`src/rtl/rld_pkg.sv`:
```
package rld_pkg;
    typedef enum logic [1:0] {
        ST_IDLE = 2'd0,
        ST_LIT  = 2'd1,
        ST_RUN  = 2'd2
    } rld_state_e;
endpackage

```
`src/rtl/rld_word_split.sv`:
```
module rld_word_split #(
    parameter int PAYLOAD_W = 31
) (
    input  logic [PAYLOAD_W:0]   word,
    output logic                 is_run,
    output logic                 zero_run,
    output logic [PAYLOAD_W-1:0] payload
);
    assign is_run   = word[PAYLOAD_W];
    assign payload  = word[PAYLOAD_W-1:0];
    assign zero_run = is_run && (payload == '0);
endmodule

```
`src/rtl/rld_run_ctr.sv`:
```
module rld_run_ctr #(
    parameter int PAYLOAD_W = 31
) (
    input  logic                 clk,
    input  logic                 rst_n,
    input  logic                 clr,
    input  logic                 load,
    input  logic [PAYLOAD_W-1:0] load_val,
    input  logic                 dec,
    output logic [PAYLOAD_W-1:0] remain,
    output logic                 final_beat
);
    localparam logic [PAYLOAD_W-1:0] ONE = {{(PAYLOAD_W-1){1'b0}}, 1'b1};

    always_ff @(posedge clk) begin
        if (!rst_n || clr) begin
            remain <= '0;
        end else if (load) begin
            remain <= load_val;
        end else if (dec) begin
            remain <= remain - ONE;
        end
    end

    assign final_beat = (remain == ONE);

    // a repeat beat is never taken with no repeats left
    p_no_underflow_r3: assert property (@(posedge clk) disable iff (!rst_n)
        dec |-> (remain != '0));
endmodule

```
`src/rtl/rld_decomp.sv`:
```
module rld_decomp #(
    parameter int PAYLOAD_W = 31
) (
    input  logic                 clk,
    input  logic                 rst_n,
    input  logic                 restart,
    input  logic                 in_valid,
    output logic                 in_ready,
    input  logic [PAYLOAD_W:0]   in_word,
    input  logic                 in_last,
    output logic                 out_valid,
    input  logic                 out_ready,
    output logic [PAYLOAD_W-1:0] out_sample,
    output logic                 out_unknown,
    output logic                 stream_done,
    output logic                 err_zero_run,
    output logic                 err_double_run
);
    import rld_pkg::*;

    rld_state_e state_q, state_d;

    logic                 w_run, w_zero;
    logic [PAYLOAD_W-1:0] w_payload;
    logic [PAYLOAD_W-1:0] run_left;
    logic                 run_final;
    logic [PAYLOAD_W-1:0] value_q;
    logic                 known_q, prev_run_q, last_pend_q, done_q;
    logic                 errz_q, errd_q;
    logic                 accept, beat, word_done;

    rld_word_split #(.PAYLOAD_W(PAYLOAD_W)) u_split (
        .word     (in_word),
        .is_run   (w_run),
        .zero_run (w_zero),
        .payload  (w_payload)
    );

    rld_run_ctr #(.PAYLOAD_W(PAYLOAD_W)) u_ctr (
        .clk        (clk),
        .rst_n      (rst_n),
        .clr        (restart),
        .load       (accept && w_run && !w_zero),
        .load_val   (w_payload),
        .dec        (beat && (state_q == ST_RUN)),
        .remain     (run_left),
        .final_beat (run_final)
    );

    assign accept    = in_valid && in_ready;
    assign beat      = out_valid && out_ready;
    assign word_done = beat && ((state_q == ST_LIT) || run_final);

    // next-state logic
    always_comb begin
        state_d = state_q;
        unique case (state_q)
            ST_IDLE: begin
                if (accept) begin
                    if (!w_run)       state_d = ST_LIT;
                    else if (!w_zero) state_d = ST_RUN;
                end
            end
            ST_LIT:  if (out_ready) state_d = ST_IDLE;
            ST_RUN:  if (out_ready && run_final) state_d = ST_IDLE;
            default: state_d = ST_IDLE;
        endcase
        if (restart) state_d = ST_IDLE;
    end

    // state register
    always_ff @(posedge clk) begin
        if (!rst_n) state_q <= ST_IDLE;
        else        state_q <= state_d;
    end

    // output decode
    always_comb begin
        in_ready       = (state_q == ST_IDLE) && !restart;
        out_valid      = (state_q != ST_IDLE);
        out_unknown    = (state_q == ST_RUN) && !known_q;
        out_sample     = (out_valid && known_q) ? value_q : '0;
        stream_done    = done_q;
        err_zero_run   = errz_q;
        err_double_run = errd_q;
    end

    // stored sample, fault flags and end-of-stream tracking
    always_ff @(posedge clk) begin
        if (!rst_n || restart) begin
            value_q     <= '0;
            known_q     <= 1'b0;
            prev_run_q  <= 1'b0;
            last_pend_q <= 1'b0;
            done_q      <= 1'b0;
            errz_q      <= 1'b0;
            errd_q      <= 1'b0;
        end else begin
            done_q <= 1'b0;
            if (accept) begin
                if (!w_run) begin
                    value_q    <= w_payload;
                    known_q    <= 1'b1;
                    prev_run_q <= 1'b0;
                end else begin
                    prev_run_q <= 1'b1;
                    if (prev_run_q) errd_q <= 1'b1;
                    if (w_zero)     errz_q <= 1'b1;
                end
                if (in_last) begin
                    if (w_zero) done_q      <= 1'b1;
                    else        last_pend_q <= 1'b1;
                end
            end
            if (word_done && last_pend_q) begin
                done_q      <= 1'b1;
                last_pend_q <= 1'b0;
            end
        end
    end

    // a stalled beat holds its value
    p_hold_stall_r9: assert property (@(posedge clk) disable iff (!rst_n)
        (out_valid && !out_ready && !restart) |=>
            (out_valid && $stable(out_sample) && $stable(out_unknown)));

    // an accepted word with output keeps the input closed next cycle
    p_accept_busy_r8: assert property (@(posedge clk) disable iff (!rst_n)
        (accept && !w_zero && !restart) |=> (out_valid && !in_ready));

    // unknown beats carry zero data
    p_unknown_zero_r6: assert property (@(posedge clk) disable iff (!rst_n)
        (out_valid && out_unknown) |-> (out_sample == '0));

    // zero-count fault is sticky
    p_zero_sticky_r4: assert property (@(posedge clk) disable iff (!rst_n)
        (err_zero_run && !restart) |=> err_zero_run);

    // consecutive-run fault is sticky
    p_double_sticky_r7: assert property (@(posedge clk) disable iff (!rst_n)
        (err_double_run && !restart) |=> err_double_run);

    // completion is only reported with no beat outstanding
    p_done_idle_r11: assert property (@(posedge clk) disable iff (!rst_n)
        stream_done |-> !out_valid);
endmodule

```
`config.mk`:
```
export PLATFORM = sky130hd
export DESIGN_NAME = rld_decomp
export DESIGN_NICKNAME = d
export VERILOG_FILES = /design/src/rtl/rld_pkg.sv /design/src/rtl/rld_word_split.sv /design/src/rtl/rld_run_ctr.sv /design/src/rtl/rld_decomp.sv
export SDC_FILE = /design/constraint.sdc
export NUM_CORES = 1
export LEC_CHECK = 0
export ABC_AREA = 1
export CORE_ASPECT_RATIO = 0.8
export CORE_MARGIN = 4
export CORE_UTILIZATION = 49
export CTS_CLUSTER_SIZE = 24
export DETAILED_ROUTE_END_ITERATION = 7
export GPL_TIMING_DRIVEN = 0
export PLACE_DENSITY = 0.74
export SYNTH_ARGS = -nofsm -noshare
export SYNTH_HDL_FRONTEND = slang
export SYNTH_HIERARCHICAL = 1
export SYNTH_SLANG_ARGS = --single-unit
```
`constraint.sdc`:
```
create_clock -name clk -period 1.5 [get_ports clk]
set_clock_uncertainty 0.1 [all_clocks]
set_input_delay 0.15 -clock clk [delete_from_list [all_inputs] [get_ports clk]]
set_output_delay 0.15 -clock clk [all_outputs]
set_load 0.01 [all_outputs]
```
==> results.sh <==
export IMPL_status="finished with violations"
export IMPL_failed_checks="setup timing"
export IMPL_finalWeightedCongestion=0.940
export IMPL_syn_avg_cell_area_um2=6.39
export IMPL_ir_worst_vdd_uv=580
export IMPL_synth_top_area_share_pct=31.3
export IMPL_maxSlewHeadroom_pct=62.3
export IMPL_io_pins=75
export IMPL_fin_nets=880
export IMPL_path_max_fanout=5
export IMPL_drt_iter0_drc=769
export IMPL_synth_seq_area_share_pct=31.3
export IMPL_die_h_um=93.5
export IMPL_clockRootBuffer="clkbuf_16"
export IMPL_synth_ff_type="dfxtp_1"
export IMPL_reg2reg_depth=9
export IMPL_seq_area_mm2=0.00142
export IMPL_htreeDepth=3
export IMPL_numCtsBuffers=9
export IMPL_clk_latency_ps=330
export IMPL_synth_common_cells="nor2_1 (178), nand2_1 (162), dfxtp_1 (70)"
export IMPL_drt_total_wl_mm=18.0
export IMPL_cap_viol_max_count=0
export IMPL_yosys_top_cells_area="dfxtp_1 (31%), nor2_1 (15%), nand2_1 (14%)"
export IMPL_cp_startpoint="u_ctr/remain[14]"
export IMPL_diodes=0
export IMPL_dr_pass1_iters=6
export IMPL_leakagePower_nw=3.25
export IMPL_pwr_density_cell_mw_per_mm2=768
export IMPL_timing_rr_start="u_ctr/remain[14]"
export IMPL_start_kind="register"
export IMPL_synth_area_mm2=0.00448
export IMPL_r2r_slack_ps=-390
export IMPL_worst_pin_slew_ps=566
export IMPL_avgViaCountPerCell=5.70
export IMPL_detail_route_antenna_nets=0
export IMPL_post_route_worst_setup_slack_ps=-390
export IMPL_cp_required_ps=1630
export IMPL_p_total_mw=5.51
export IMPL_synth_most_common_cell="nor2_1"
export IMPL_vias=5458
export IMPL_setup_worst_path_class="reg2reg"
export IMPL_synth_edf_count=0
export IMPL_multi_input_area_mm2=0.00311
export IMPL_ys_ff_latch=70
export IMPL_start_util_pct=51.4
export IMPL_setup_tns_ps=-18890
export IMPL_grt_ovfl_total=0
export IMPL_synth_cell_types=35
export IMPL_tritoncts="done"
export IMPL_track_usage_pct=30.7
export IMPL_rsz0062_at_grt="yes"
export IMPL_num_fill_cells=513
export IMPL_setup_viol=99
export IMPL_clock_sinks=70
export IMPL_grt_pass1_vias=4990
export IMPL_rows=30
export IMPL_reg2reg_to="last_pend_q"
export IMPL_arrival_ps=2020
export IMPL_yosysWarnings=6
export IMPL_period_minus_slack_ps=1890
export IMPL_drive_gt1_share_pct=41.8
export IMPL_finalHoldViolCount=0
export IMPL_setup_worst_path_end="last_pend_q"
export IMPL_grt_first_pass_wirelength_mm=25.6
export IMPL_post_route_util_pct=82.4
export IMPL_place_ws_ps=-1050
export IMPL_dieWidth_um=115
export IMPL_yosys_area_top_type="dfxtp_1"
export IMPL_worstHoldPathType="in2reg"
export IMPL_dieArea_mm2=0.0107
export IMPL_dp_hpwl_mm=10.7
export IMPL_synth_cells=701
export IMPL_synth_nets=741
export IMPL_antenna_found_initial=0
export IMPL_postCtsHoldBufs=0
export IMPL_drcViolationCount=0
export IMPL_cts_buffer_depth=2
export IMPL_clkTransAtPathRegs_ps=60
export IMPL_fmaxAchievable_mhz=529
export IMPL_route_detailed_wl_per_inst_um=18.8
export IMPL_endpoint_kind="register"
export IMPL_grt_max_degree=14
export IMPL_final_period_utilization_pct=126
export IMPL_core_area_mm2=0.00871
export IMPL_async_reset_ff_share_pct=0
export IMPL_io_buffers=74
export IMPL_syn2layout_area_growth_pct=60.3
export IMPL_slew_violations=0
## routing by layer
metal | GRT usage, % | share of wire [%] | vias up | wire length (µm)
met5 | 0 | 0 | - | 0
li1 | - | - | 2451 | -
met1 | 38.8 | 38 | 2507 | 6870
met2 | 50.1 | 45 | 370 | 8140
met3 | 8.93 | 11 | 130 | 1970
met4 | 10.3 | 5.4 | 0 | 976
## layout by cell type, fill, tap and decap left out, types with 20 or more instances in the layout
cell,Yosys,layout
a22oi_2,0,21
buf_4,33,52
buf_6,5,55
dfxtp_1,70,63
inv_1,68,63
nand2_1,162,138
nand2_2,6,20
nand3_1,35,27
nor2_1,178,121
nor2_2,6,30
nor2_4,11,44
## layout make-up
type                       instances  share of cell area, %
inverter                          78                   4.43
clock inverter                     6                   1.31
multi-input combinational        498                   43.4
buffer                            55                   7.37
tap                              112                   1.95
clock buffer                      10                   3.19
sequential                        70                   19.7
timing repair buffer             128                   18.6
## critical path, cell delays in order, from the launching register on
cell and delay [ps]:
dfxtp_1 390, nor2_4 200, nand2_2 130, inv_1 130, nand2_1 110, nor3_2 310, o21bai_1 170, nand3_1 110
nand2_1 80, nor2_1 50
## worst min path at each step
| stage | from | endpoint | slack [ps] | cells after the start |
|---|---|---|---|---|
| 4_1_cts | in_word[24] | value_q[24] | 100 | 4 |
| 2_1_floorplan | restart | u_ctr/remain[0] | 230 | 3 |
| 6_report | in_word[23] | value_q[23] | 100 | 4 |
| 3_5_place_dp | prev_run_q | prev_run_q | 360 | 2 |
| 3_3_place_gp | prev_run_q | prev_run_q | 350 | 2 |
| 5_1_grt | in_word[23] | value_q[23] | 140 | 4 |
## power breakdown
group	switching, mW	internal, mW
registers	0.0373	1.89
clock network	0.858	1.47
logic	0.746	0.509
total	1.64	3.87
## cells by family after synthesis
group	Yosys count	share of synthesized area, %
buffers and inverters	133	15.3
AO/OA/AOI/OAI	75	10.6
adder cells (fa/ha/maj)	2	0.559
flip-flops	70	31.3
XOR/XNOR	4	0.782
AND/OR/NAND/NOR	417	41.5
## flip-flops by register name, indices dropped and copies added (netlist names)
signal	flops
err_double_run	1
value_q	31
last_pend_q	1
prev_run_q	1
err_zero_run	1
u_ctr/remain	31
stream_done	1
known_q	1
state_q	2
## per-stage QoR
| stage | area [µm²] | std cells | hold slack, ps |
|---|---|---|---|
| 6_report | 7180 | 957 | 97.1 |
| 5_1_grt | 7180 | 957 | 138 |
| 4_1_cts | 6640 | 940 | 103 |
| 2_1_floorplan | 4620 | 701 | 228 |
| 3_5_place_dp | 5510 | 887 | 360 |
| 3_3_place_gp | 5510 | 887 | 351 |
## timing repair
item,in CTS,in global routing
setup endpoints to repair,68,101
pin swaps,65,37
gates cloned,9,0
buffers inserted,28,18
gates resized for setup,269,194
Note: power is estimated with default switching activity, not from simulation.
